--- src/rtl/dbgstate_pkg.sv ---
package dbgstate_pkg;

    typedef enum logic [2:0] {
        ST_UNLOCKED,
        ST_WAIT_COUNT,
        ST_WAIT_DIR,
        ST_SAVE,
        ST_RESTORE,
        ST_DONE,
        ST_FAULT
    } seq_state_e;

    // slots: fault address, bp pairs, wp pairs, vector catch, two control words, tx, rx
    function automatic int slot_count(input int nbp, input int nwp);
        return 1 + 2 * nbp + 2 * nwp + 5;
    endfunction

endpackage

--- src/rtl/dbgstate_fsm.sv ---
module dbgstate_fsm
    import dbgstate_pkg::*;
#(
    parameter int NREG  = 14,
    parameter int IDX_W = 4
) (
    input  logic             clk,
    input  logic             rst_n,
    input  logic             lock_i,
    input  logic             pwr_i,
    input  logic             rd_i,
    input  logic             wr_i,
    output logic [IDX_W-1:0] idx_o,
    output logic             count_rd_o,
    output logic             bank_rd_o,
    output logic             bank_wr_o,
    output logic             err_o
);

    localparam logic [IDX_W-1:0] LAST_IDX = IDX_W'(NREG - 1);
    localparam logic [IDX_W-1:0] NREG_IDX = IDX_W'(NREG);

    seq_state_e       state_q, state_d;
    logic [IDX_W-1:0] idx_q, idx_d;
    logic             err_q, err_d;
    logic             rd_only, wr_only, any_acc;

    assign rd_only = pwr_i && rd_i && !wr_i;
    assign wr_only = pwr_i && wr_i && !rd_i;
    assign any_acc = pwr_i && (rd_i || wr_i);

    always_ff @(posedge clk or negedge rst_n) begin
        if (!rst_n) begin
            state_q <= ST_UNLOCKED;
            idx_q   <= '0;
            err_q   <= 1'b0;
        end else begin
            state_q <= state_d;
            idx_q   <= idx_d;
            err_q   <= err_d;
        end
    end

    always_comb begin
        state_d = state_q;
        idx_d   = idx_q;
        err_d   = err_q;
        if (state_q == ST_UNLOCKED) begin
            if (lock_i) begin
                state_d = ST_WAIT_COUNT;
                idx_d   = '0;
                err_d   = 1'b0;
            end
        end else if (!lock_i) begin
            state_d = ST_UNLOCKED;
            if (state_q == ST_RESTORE) begin
                err_d = 1'b1;
            end
        end else if (any_acc) begin
            unique case (state_q)
                ST_WAIT_COUNT: begin
                    if (rd_only) begin
                        state_d = ST_WAIT_DIR;
                    end else begin
                        state_d = ST_FAULT;
                        err_d   = 1'b1;
                    end
                end
                ST_WAIT_DIR: begin
                    if (rd_only || wr_only) begin
                        idx_d = idx_q + 1'b1;
                        if (idx_q == LAST_IDX) begin
                            state_d = ST_DONE;
                        end else begin
                            state_d = rd_only ? ST_SAVE : ST_RESTORE;
                        end
                    end else begin
                        state_d = ST_FAULT;
                        err_d   = 1'b1;
                    end
                end
                ST_SAVE: begin
                    if (rd_only) begin
                        idx_d = idx_q + 1'b1;
                        if (idx_q == LAST_IDX) begin
                            state_d = ST_DONE;
                        end
                    end else begin
                        state_d = ST_FAULT;
                        err_d   = 1'b1;
                    end
                end
                ST_RESTORE: begin
                    if (wr_only) begin
                        idx_d = idx_q + 1'b1;
                        if (idx_q == LAST_IDX) begin
                            state_d = ST_DONE;
                        end
                    end else begin
                        state_d = ST_FAULT;
                        err_d   = 1'b1;
                    end
                end
                ST_DONE: begin
                    state_d = ST_FAULT;
                    err_d   = 1'b1;
                end
                ST_FAULT: begin
                    state_d = ST_FAULT;
                end
                ST_UNLOCKED: begin
                    state_d = ST_UNLOCKED;
                end
            endcase
        end
    end

    always_comb begin
        count_rd_o = 1'b0;
        bank_rd_o  = 1'b0;
        bank_wr_o  = 1'b0;
        if (lock_i) begin
            unique case (state_q)
                ST_WAIT_COUNT: count_rd_o = rd_only;
                ST_WAIT_DIR: begin
                    bank_rd_o = rd_only;
                    bank_wr_o = wr_only;
                end
                ST_SAVE:    bank_rd_o = rd_only;
                ST_RESTORE: bank_wr_o = wr_only;
                ST_UNLOCKED, ST_DONE, ST_FAULT: begin
                    count_rd_o = 1'b0;
                end
            endcase
        end
    end

    assign idx_o = idx_q;
    assign err_o = err_q;

    a_r8_idx_range: assert property (@(posedge clk) disable iff (!rst_n)
        idx_q <= NREG_IDX);

    a_r9_lock_drop_restore: assert property (@(posedge clk) disable iff (!rst_n)
        (state_q == ST_RESTORE && !lock_i) |=> err_q);

    a_r7_err_sticky: assert property (@(posedge clk) disable iff (!rst_n)
        (err_q && state_q != ST_UNLOCKED) |=> err_q);

    a_r10_relock_clears: assert property (@(posedge clk) disable iff (!rst_n)
        (state_q == ST_UNLOCKED && lock_i) |=> (!err_q && state_q == ST_WAIT_COUNT));

endmodule

--- src/rtl/dbgstate_rdmux.sv ---
module dbgstate_rdmux #(
    parameter int NREG  = 14,
    parameter int DW    = 32,
    parameter int IDX_W = 4
) (
    input  logic [NREG*DW-1:0] bank_q_i,
    input  logic [IDX_W-1:0]   sel_i,
    input  logic               tx_full_i,
    input  logic               rx_full_i,
    output logic [DW-1:0]      word_o
);

    localparam int TX_SLOT = NREG - 2;
    localparam int RX_SLOT = NREG - 1;

    logic [DW-1:0] lane [NREG];

    for (genvar k = 0; k < NREG; k++) begin : g_lane
        if (k == TX_SLOT) begin : g_tx
            assign lane[k] = tx_full_i ? bank_q_i[k*DW +: DW] : '0;
        end else if (k == RX_SLOT) begin : g_rx
            assign lane[k] = rx_full_i ? bank_q_i[k*DW +: DW] : '0;
        end else begin : g_plain
            assign lane[k] = bank_q_i[k*DW +: DW];
        end
    end

    always_comb begin
        word_o = '0;
        for (int k = 0; k < NREG; k++) begin
            if (sel_i == IDX_W'(k)) begin
                word_o = lane[k];
            end
        end
    end

endmodule

--- src/rtl/dbgstate_wrdec.sv ---
module dbgstate_wrdec #(
    parameter int NREG  = 14,
    parameter int IDX_W = 4
) (
    input  logic             clk,
    input  logic             rst_n,
    input  logic             wr_en_i,
    input  logic [IDX_W-1:0] sel_i,
    output logic [NREG-1:0]  we_o
);

    for (genvar k = 0; k < NREG; k++) begin : g_we
        assign we_o[k] = wr_en_i && (sel_i == IDX_W'(k));
    end

    a_r5_we_onehot: assert property (@(posedge clk) disable iff (!rst_n)
        $onehot0(we_o));

    a_r5_we_needs_en: assert property (@(posedge clk) disable iff (!rst_n)
        !wr_en_i |-> (we_o == '0));

endmodule

--- src/rtl/dbgstate_seq.sv ---
module dbgstate_seq
    import dbgstate_pkg::*;
#(
    parameter int NUM_BP = 2,
    parameter int NUM_WP = 2,
    parameter int DW     = 32,
    parameter int NREG   = slot_count(NUM_BP, NUM_WP)
) (
    input  logic               clk,
    input  logic               rst_n,
    input  logic               lock_i,
    input  logic               core_pwr_i,
    input  logic               rd_i,
    input  logic               wr_i,
    input  logic [DW-1:0]      wdata_i,
    output logic [DW-1:0]      rdata_o,
    output logic               seq_err_o,
    input  logic               tx_full_i,
    input  logic               rx_full_i,
    input  logic [NREG*DW-1:0] bank_q_i,
    output logic [NREG-1:0]    bank_we_o,
    output logic [DW-1:0]      bank_wd_o
);

    localparam int IDX_W = $clog2(NREG + 1);
    localparam logic [DW-1:0] COUNT_WORD = DW'(NREG);

    logic [IDX_W-1:0] idx;
    logic             count_rd, bank_rd, bank_wr;
    logic [DW-1:0]    mux_word;
    logic [DW-1:0]    rdata_q;

    dbgstate_fsm #(.NREG(NREG), .IDX_W(IDX_W)) fsm_i (
        .clk        (clk),
        .rst_n      (rst_n),
        .lock_i     (lock_i),
        .pwr_i      (core_pwr_i),
        .rd_i       (rd_i),
        .wr_i       (wr_i),
        .idx_o      (idx),
        .count_rd_o (count_rd),
        .bank_rd_o  (bank_rd),
        .bank_wr_o  (bank_wr),
        .err_o      (seq_err_o)
    );

    dbgstate_rdmux #(.NREG(NREG), .DW(DW), .IDX_W(IDX_W)) rdmux_i (
        .bank_q_i  (bank_q_i),
        .sel_i     (idx),
        .tx_full_i (tx_full_i),
        .rx_full_i (rx_full_i),
        .word_o    (mux_word)
    );

    dbgstate_wrdec #(.NREG(NREG), .IDX_W(IDX_W)) wrdec_i (
        .clk     (clk),
        .rst_n   (rst_n),
        .wr_en_i (bank_wr),
        .sel_i   (idx),
        .we_o    (bank_we_o)
    );

    always_ff @(posedge clk or negedge rst_n) begin
        if (!rst_n) begin
            rdata_q <= '0;
        end else if (rd_i) begin
            if (count_rd) begin
                rdata_q <= COUNT_WORD;
            end else if (bank_rd) begin
                rdata_q <= mux_word;
            end else begin
                rdata_q <= '0;
            end
        end
    end

    assign rdata_o   = rdata_q;
    assign bank_wd_o = wdata_i;

    a_r2_no_write_when_closed: assert property (@(posedge clk) disable iff (!rst_n)
        !(lock_i && core_pwr_i) |-> (bank_we_o == '0));

    a_r2_zero_read_when_closed: assert property (@(posedge clk) disable iff (!rst_n)
        (rd_i && !(lock_i && core_pwr_i)) |=> (rdata_o == '0));

    a_r3_count_word: assert property (@(posedge clk) disable iff (!rst_n)
        count_rd |=> (rdata_o == COUNT_WORD));

    a_r6_tx_empty_zero: assert property (@(posedge clk) disable iff (!rst_n)
        (bank_rd && idx == IDX_W'(NREG - 2) && !tx_full_i) |=> (rdata_o == '0));

    a_r6_rx_empty_zero: assert property (@(posedge clk) disable iff (!rst_n)
        (bank_rd && idx == IDX_W'(NREG - 1) && !rx_full_i) |=> (rdata_o == '0));

    a_r5_write_needs_strobe: assert property (@(posedge clk) disable iff (!rst_n)
        (bank_we_o != '0) |-> (wr_i && !rd_i));

endmodule

--- config.mk ---
export PLATFORM = sky130hd
export DESIGN_NAME = dbgstate_seq
export DESIGN_NICKNAME = d
export VERILOG_FILES = /design/src/rtl/dbgstate_pkg.sv /design/src/rtl/dbgstate_fsm.sv /design/src/rtl/dbgstate_rdmux.sv /design/src/rtl/dbgstate_wrdec.sv /design/src/rtl/dbgstate_seq.sv
export SDC_FILE = /design/constraint.sdc
export NUM_CORES = 1
export LEC_CHECK = 0
export BUFFER_PORTS_ARGS = -buffer_cell sky130_fd_sc_hd__buf_2
export CAP_MARGIN = 10
export CORE_AREA = 2 2 221 223
export CTS_BUF_LIST = sky130_fd_sc_hd__clkbuf_4 sky130_fd_sc_hd__clkbuf_8
export CTS_CLUSTER_SIZE = 24
export DETAILED_ROUTE_END_ITERATION = 12
export DIE_AREA = 0 0 223 225
export SKIP_CTS_REPAIR_TIMING = 1
export SLEW_MARGIN = 10
export SYNTH_ARGS = -nofsm -noshare
export SYNTH_HDL_FRONTEND = slang
export SYNTH_HIERARCHICAL = 1
export SYNTH_SLANG_ARGS = --single-unit
--- constraint.sdc ---
create_clock -name clk -period 2.27 [get_ports clk]
set_input_delay 0.454 -clock clk [delete_from_list [all_inputs] [get_ports clk]]
set_output_delay 0.454 -clock clk [all_outputs]
set_load 0.01 [all_outputs]
==> results.toml, run 1 <==
[placement]
pre_cts_slack_ps = -248
gp_congestion = 1.10
port-buffer-count = 502
hpwl_um = 42600
place_inst = 2012

[synthesis]
synth_area_um2 = 6790
synth_top_family_by_area = "compound AO/OA/AOI/OAI gates"
synthFlopType = "dfrtp_1"
synth-simple-area-share_pct = 19.1
synth_cells = 911
synthXorXnorAreaFrac_pct = 0.129
postSynthAreaPerCell_um2 = 7.45
synth_enable_flop_cells = 0
synth_seq_cells = 40
synthMuxAreaShare_pct = 16.5
yosysWarnings = 6
ys_types = 69
syn_nets = 1401
synthAdderAreaFrac_pct = 0.369
synth_compound_area_share_pct = 36.5
seq_area_frac_synth_pct = 14.7
async_flop_share_pct = 100

[worst_hold_path]
hold_class = "primary input to asynchronous set/reset pin"

[sta]
final.period_utilization_pct = 104
clock_skew_ps = 6.92
hold_viol_final = 0
setup_slack_ps = -96.5
timing.final.setup_violations = 8
slew_headroom_pct = 50.0
max_freq_mhz = 423
maxSlewViolCount = 0
period_needed_ps = 2370
rsz0062_at_grt = "true"
worstMarginPinSlew_ps = 750

[clock_network]
clkLatencyLatePin_ps = 330
root_buffer = "clkbuf_8"
cts.path.max_buffers = 2
cts_buffers = 5
numClockSinks = 40
cts_tree = "done"
cts.clk_slew.worst_paths_ps = 100
htree_levels = 2

[setup_path]
worstPathRequired_ps = 1820
max_stage_delay_ps = 460
slowest_stage = "or3b_4"
r2r_setup_slack_ps = -30
start_kind = "flip-flop"
cp_cell_sequence = "xnor2_2 > nor4b_2 > or3b_4 > nor3_2 > buf_4"
crit_fanout = 4
worstSetupPathType = "flip-flop to primary output"
cp_num_buf_inv = 1
cp_top_family = "simple AND/OR/NAND/NOR gates"
arrival_ps = 1910
end_kind = "primary output"

[pwr]
p_comb_share_pct = 85.7
seqPwrFrac_pct = 8.2
p_sw_share_pct = 52.2
p_leak_nw = 5.08
powerDensity_nw_per_um2 = 945
power_frac_clock_pct = 6.1
peakVddDrop_mv = 0.471
intPower_w = 0.00519
switching_power_w = 0.00567

[routing]
viasPerCell = 4.81
drt_iter0_markers = 618
drt.antenna.violating_nets = 0
vias = 9894
post_drt_wl_per_cell_um = 25.2
first_pass_iters = 5
wl_um = 51800
drc = 0

[run_status]
violations = "negative setup slack"
run_status = "complete, but fails checks"

[layout]
instances_no_fill = 2057
drive_gt1_share_pct = 57.7
nNetsFinal = 1917
mostFrequentLayoutCells = "501 x buf_2, 96 x buf_4, 93 x o21ai_0, 87 x nand2_1, 44 x nor2_1"
mostFrequentLayoutCell = "buf_2"
fillers = 5260
area_growth_pct = 69.2

[flow_run]
maxCapViolCount = 0

[global_routing]
grt_pass1_wl_um = 68700
gr-usage-all-layers_pct = 19.0
grt_start_max_net_pins = 40
first_global_vias = 9904
antenna_found_initial = 30
grt.overflow.total = 0

[floorplan]
die_y_um = 225
ioPinCount = 567
rows = 80
start_util_pct = 14.3
die_x_um = 223
dieArea_um2 = 50200
core_um2 = 47500
==> path summary, 6_finish.rpt <==
kind,startpoint,to,cells past startpoint
min in group clk,lock_i,fsm_i/err_o,3
max reg2reg,fsm_i/idx_o[0],rdata_o[2],10
min reg2reg,rdata_o[1],rdata_o[1],2
min,rst_n,rdata_o[20],1
max in group asynchronous,rst_n,rdata_o[29],2
max,fsm_i/state_q[1],bank_we_o[0],5
==> synth_stat cells (all sizes together) (2+ instances only) <==
cell type  count  area [um2]
o21ai        115         576
a222oi         2        20.0
nand3         64         320
o2111ai       23         201
o22ai         39         320
a32oi          3        26.3
dfrtp         40        1000
mux2          31         357
and2           9        56.3
o211ai        15         113
a2bb2oi        2        17.5
o32ai          4        35.0
a21boi         3        22.5
a22oi         32         240
nor2b         10        62.6
buf           92         606
a221o          6        60.1
mux2i         29         290
clkbuf        33         134
nand3b         4        30.0
and3b          3        27.5
nand2b        13        88.8
nand2         94         368
o2bb2ai        9        78.8
a21oi         35         179
inv           32         120
nor3b          5        47.5
nor2          50         188
a211oi        11        82.6
a221oi         6        52.6
o21a           7        52.6
ha             2        25.0
mux4          21         473
o221ai        18         158
a21o          16         120
nor3           8        45.0
a31oi          4        25.0
o31ai          5        37.5
==> kinds of logic after synthesis <==
group / count (synthesis)
adder cells (fa/ha/maj): 2
AO/OA/AOI/OAI: 361
buffers and inverters: 158
multiplexers: 81
flip-flops: 40
AND/OR/NAND/NOR: 268
XOR/XNOR: 1
==> final cells by class <==
type	count	area [um2]	area share [%]
Antenna cell	14	35.0	0.305
Clock buffer	5	68.8	0.599
Clock inverter	3	42.5	0.370
Inverter	33	128	1.11
Multi-Input combinational cell	713	5570	48.5
Sequential cell	40	1010	8.80
Tap cell	615	769	6.70
Timing Repair Buffer	634	3860	33.6
==> power by group through the flow <==
| stage | Clock, W | Sequential, W | Combinational [W] |
|---|---|---|---|
| CTS | 0.000707 | 0.000902 | 0.00782 |
| detailed placement | 0 | 0.000916 | 0.00780 |
| finish | 0.000661 | 0.000888 | 0.00931 |
| global placement | 0 | 0.000909 | 0.00771 |
| floorplan | 0 | 0.000878 | 0.00439 |
| global route | 0.000734 | 0.000900 | 0.00994 |
==> state kept, by name (all words and copies together) (netlist names) <==
| register | cells |
|---|---|
| rdata_o | 32 |
| fsm_i/idx_o | 4 |
| fsm_i/state_q | 3 |
| fsm_i/err_o | 1 |
==> through the flow <==
stage	hold slack, ps	total power (W)	instance area [um2]	setup TNS [ps]	util (%)
after floorplan	158	0.00527	6790	0	-
after global placement	515	0.00862	10400	-2550	21.8
after detailed placement	514	0.00871	10400	-2700	21.8
after CTS	181	0.00943	10500	-4560	22.1
after global routing	201	0.0116	11500	-2480	24.2
final	173	0.0109	11500	-360	24.2
==> per-layer routing <==
metal,GRT usage [%],vias up,share of wire (%)
li1,-,4484,-
met1,21.2,4668,39
met2,35.9,609,51
met3,3.92,115,6.6
met4,5.89,18,3.8
met5,0,-,0.24
==> worst register-to-register path: stages (launching register included) <==
cell and delay (ps):
dfrtp_4 510, buf_6 120, buf_12 170, buf_12 220, mux2_2 400, o221ai_1 200, buf_4 160, a21o_1 90
nand3_1 90, a21oi_2 140, a21oi_1 80
(Power assumes the default switching activity.)
==> inputs of run 2 (changes only) <==
PLACE_DENSITY_LB_ADDON = 0.2   (was default)
==> run 2 against run 1 <==
  * The flow still finishes with violations (negative setup slack)
  * Count of clock-buffer cells in the layout up 1
  * Core utilization increased by 0.68 points
  * Non-clock buffer count is 21 higher
  * Critical path depth is 1 higher
  * Fmax fell by 5.3%
  * Sequential power rose by 0.6%
  * Sequential share of layout area shrank 0.22 points
  * Cell count rose by 0.53%
  * Via count decreased by 2.7%
  * Critical endpoint is now bank_we_o[2]
  * Largest power group unchanged
==> results.toml, run 2 (same netlist as run 1, synthesis figures left out) <==
[setup_path]
slowest_stage = "dfrtp_1"
ff2ff_path_depth = 10
end_kind = "primary output"
worstPathRequired_ps = 1820
cp_top_family = "simple AND/OR/NAND/NOR gates"
crit_start = "fsm_i/state_q[2]"
max_stage_delay_ps = 430
arrival_ps = 2050
crit_fanout = 4
worstReg2RegStart = "fsm_i/idx_o[0]"
worstSetupPathType = "flip-flop to primary output"
cp_num_buf_inv = 2
start_kind = "flip-flop"
cp_cell_sequence = "xnor2_2 > nor4b_2 > buf_4 > or3b_4 > nor2_2 > buf_2"
crit_cells = 6

[pwr]
p_leak_nw = 5.25
powerDensity_nw_per_um2 = 971
intPower_w = 0.00576
seqPwrFrac_pct = 7.8
p_comb_share_pct = 87.3
power_frac_clock_pct = 4.9
peakVddDrop_mv = 0.315
switching_power_w = 0.00571
p_sw_share_pct = 49.8

[placement]
pre_cts_slack_ps = -322
dpl_cell_area_um2 = 10500
gp_congestion = 0.823
hpwl_um = 42500
port-buffer-count = 502

[clock_network]
numClockSinks = 40
cts_tree = "done"
cts.clk_slew.worst_paths_ps = 100
cts_buffers = 5
htree_levels = 2
root_buffer = "clkbuf_8"
clkLatencyLatePin_ps = 340
cts.path.max_buffers = 2

[sta]
slew_headroom_pct = 55.8
maxSlewViolCount = 0
worstMarginPinSlew_ps = 663
hold_viol_final = 0
final.period_utilization_pct = 110
rsz0062_at_grt = "true"
period_needed_ps = 2500
setup_slack_ps = -230
clock_skew_ps = 15.0
max_freq_mhz = 400
timing.final.setup_violations = 15
fin_setup_tns_ps = -2170

[run_status]
violations = "negative setup slack"
run_status = "complete, but fails checks"

[floorplan]
start_util_pct = 14.3
rows = 80
dieArea_um2 = 50200
die_y_um = 225
die_x_um = 223
ioPinCount = 567
core_um2 = 47500

[routing]
drt_iter0_markers = 473
first_pass_iters = 5
post_drt_wl_per_cell_um = 24.6
drt.antenna.violating_nets = 0
vias = 9622
viasPerCell = 4.65
wl_um = 50900
drc = 0

[flow_run]
maxCapViolCount = 0

[global_routing]
antenna_found_initial = 17
first_global_vias = 9883
grt_start_max_net_pins = 48
grt_pass1_wl_um = 68500
gr-usage-all-layers_pct = 18.8
grt.overflow.total = 0

[layout]
fillers = 5352
final_area_um2 = 11800
largest_reg_flops = 32
drive_gt1_share_pct = 58.9
nNetsFinal = 1938
area_growth_pct = 74.0
mostFrequentLayoutCells = "502 x buf_2, 98 x buf_4, 96 x o21ai_0, 83 x nand2_1, 47 x nand3_1"
mostFrequentLayoutCell = "buf_2"

[worst_hold_path]
hold_class = "primary input to asynchronous set/reset pin"
==> run 2: changes by cell type in the layout (fill, tap and decap cells not counted), sizes merged <==
cell,before,now
inv,31,32
clkbuf,9,16
diode,14,4
clkinvlp,2,1
buf,630,645
bufinv,1,0
==> run 2: layout make-up <==
type	count	area (um2)	area share [%]
Antenna cell	4	10.0	0.0847
Clock inverter	2	10.0	0.0847
Inverter	33	128	1.08
Timing Repair Buffer	655	4220	35.7
Multi-Input combinational cell	713	5580	47.3
Sequential cell	40	1010	8.58
Tap cell	615	769	6.51
Clock buffer	6	82.6	0.699
==> run 2: path summary, 6_finish.rpt <==
path	endpoint	slack [ps]
setup / recovery	bank_we_o[2]	-230
hold / removal	fsm_i/state_q[0]	80
setup reg to reg	rdata_o[16]	-60
hold reg to reg	rdata_o[31]	530
max in group asynchronous	rdata_o[30]	1620
min in group clk	fsm_i/err_o	500
==> run 2: metrics by stage <==
step                utilization, %  power, W  hold WS (ps)  std cells
floorplan                        -   0.00527           158        911
global placement              22.1   0.00916           477       2021
detailed placement            22.1   0.00917           473       2021
CTS                           22.3   0.00979          89.5       2029
global route                  24.8    0.0123          98.7       2068
finish                        24.8    0.0115          78.8       2068
==> run 2: per-layer routing <==
layer  vias up  routed length (um)  track usage [%]
met2       435               26600             35.7
met4        14                1240             4.96
met3        74                3400             4.62
met5         -                  91                0
li1       4527                   -                -
met1      4572               19500             20.8
==> run 2: worst register-to-register path: cells and delay by family (launching register included) <==
| family | cells | cell delay [ps] |
|---|---|---|
| and+or+nand+nor | 2 | 220 |
| DFF | 1 | 480 |
| AOI/OAI and AO/OA | 4 | 1010 |
| buffers and inverters | 4 | 490 |
==> run 2: power by group through the flow <==
stage               clock network [W]  registers (W)  logic, W
floorplan                           0       0.000878   0.00439
global route                 0.000631       0.000907    0.0107
finish                       0.000562       0.000893    0.0100
CTS                          0.000607       0.000898   0.00828
global placement                    0       0.000907   0.00825
detailed placement                  0       0.000914   0.00825
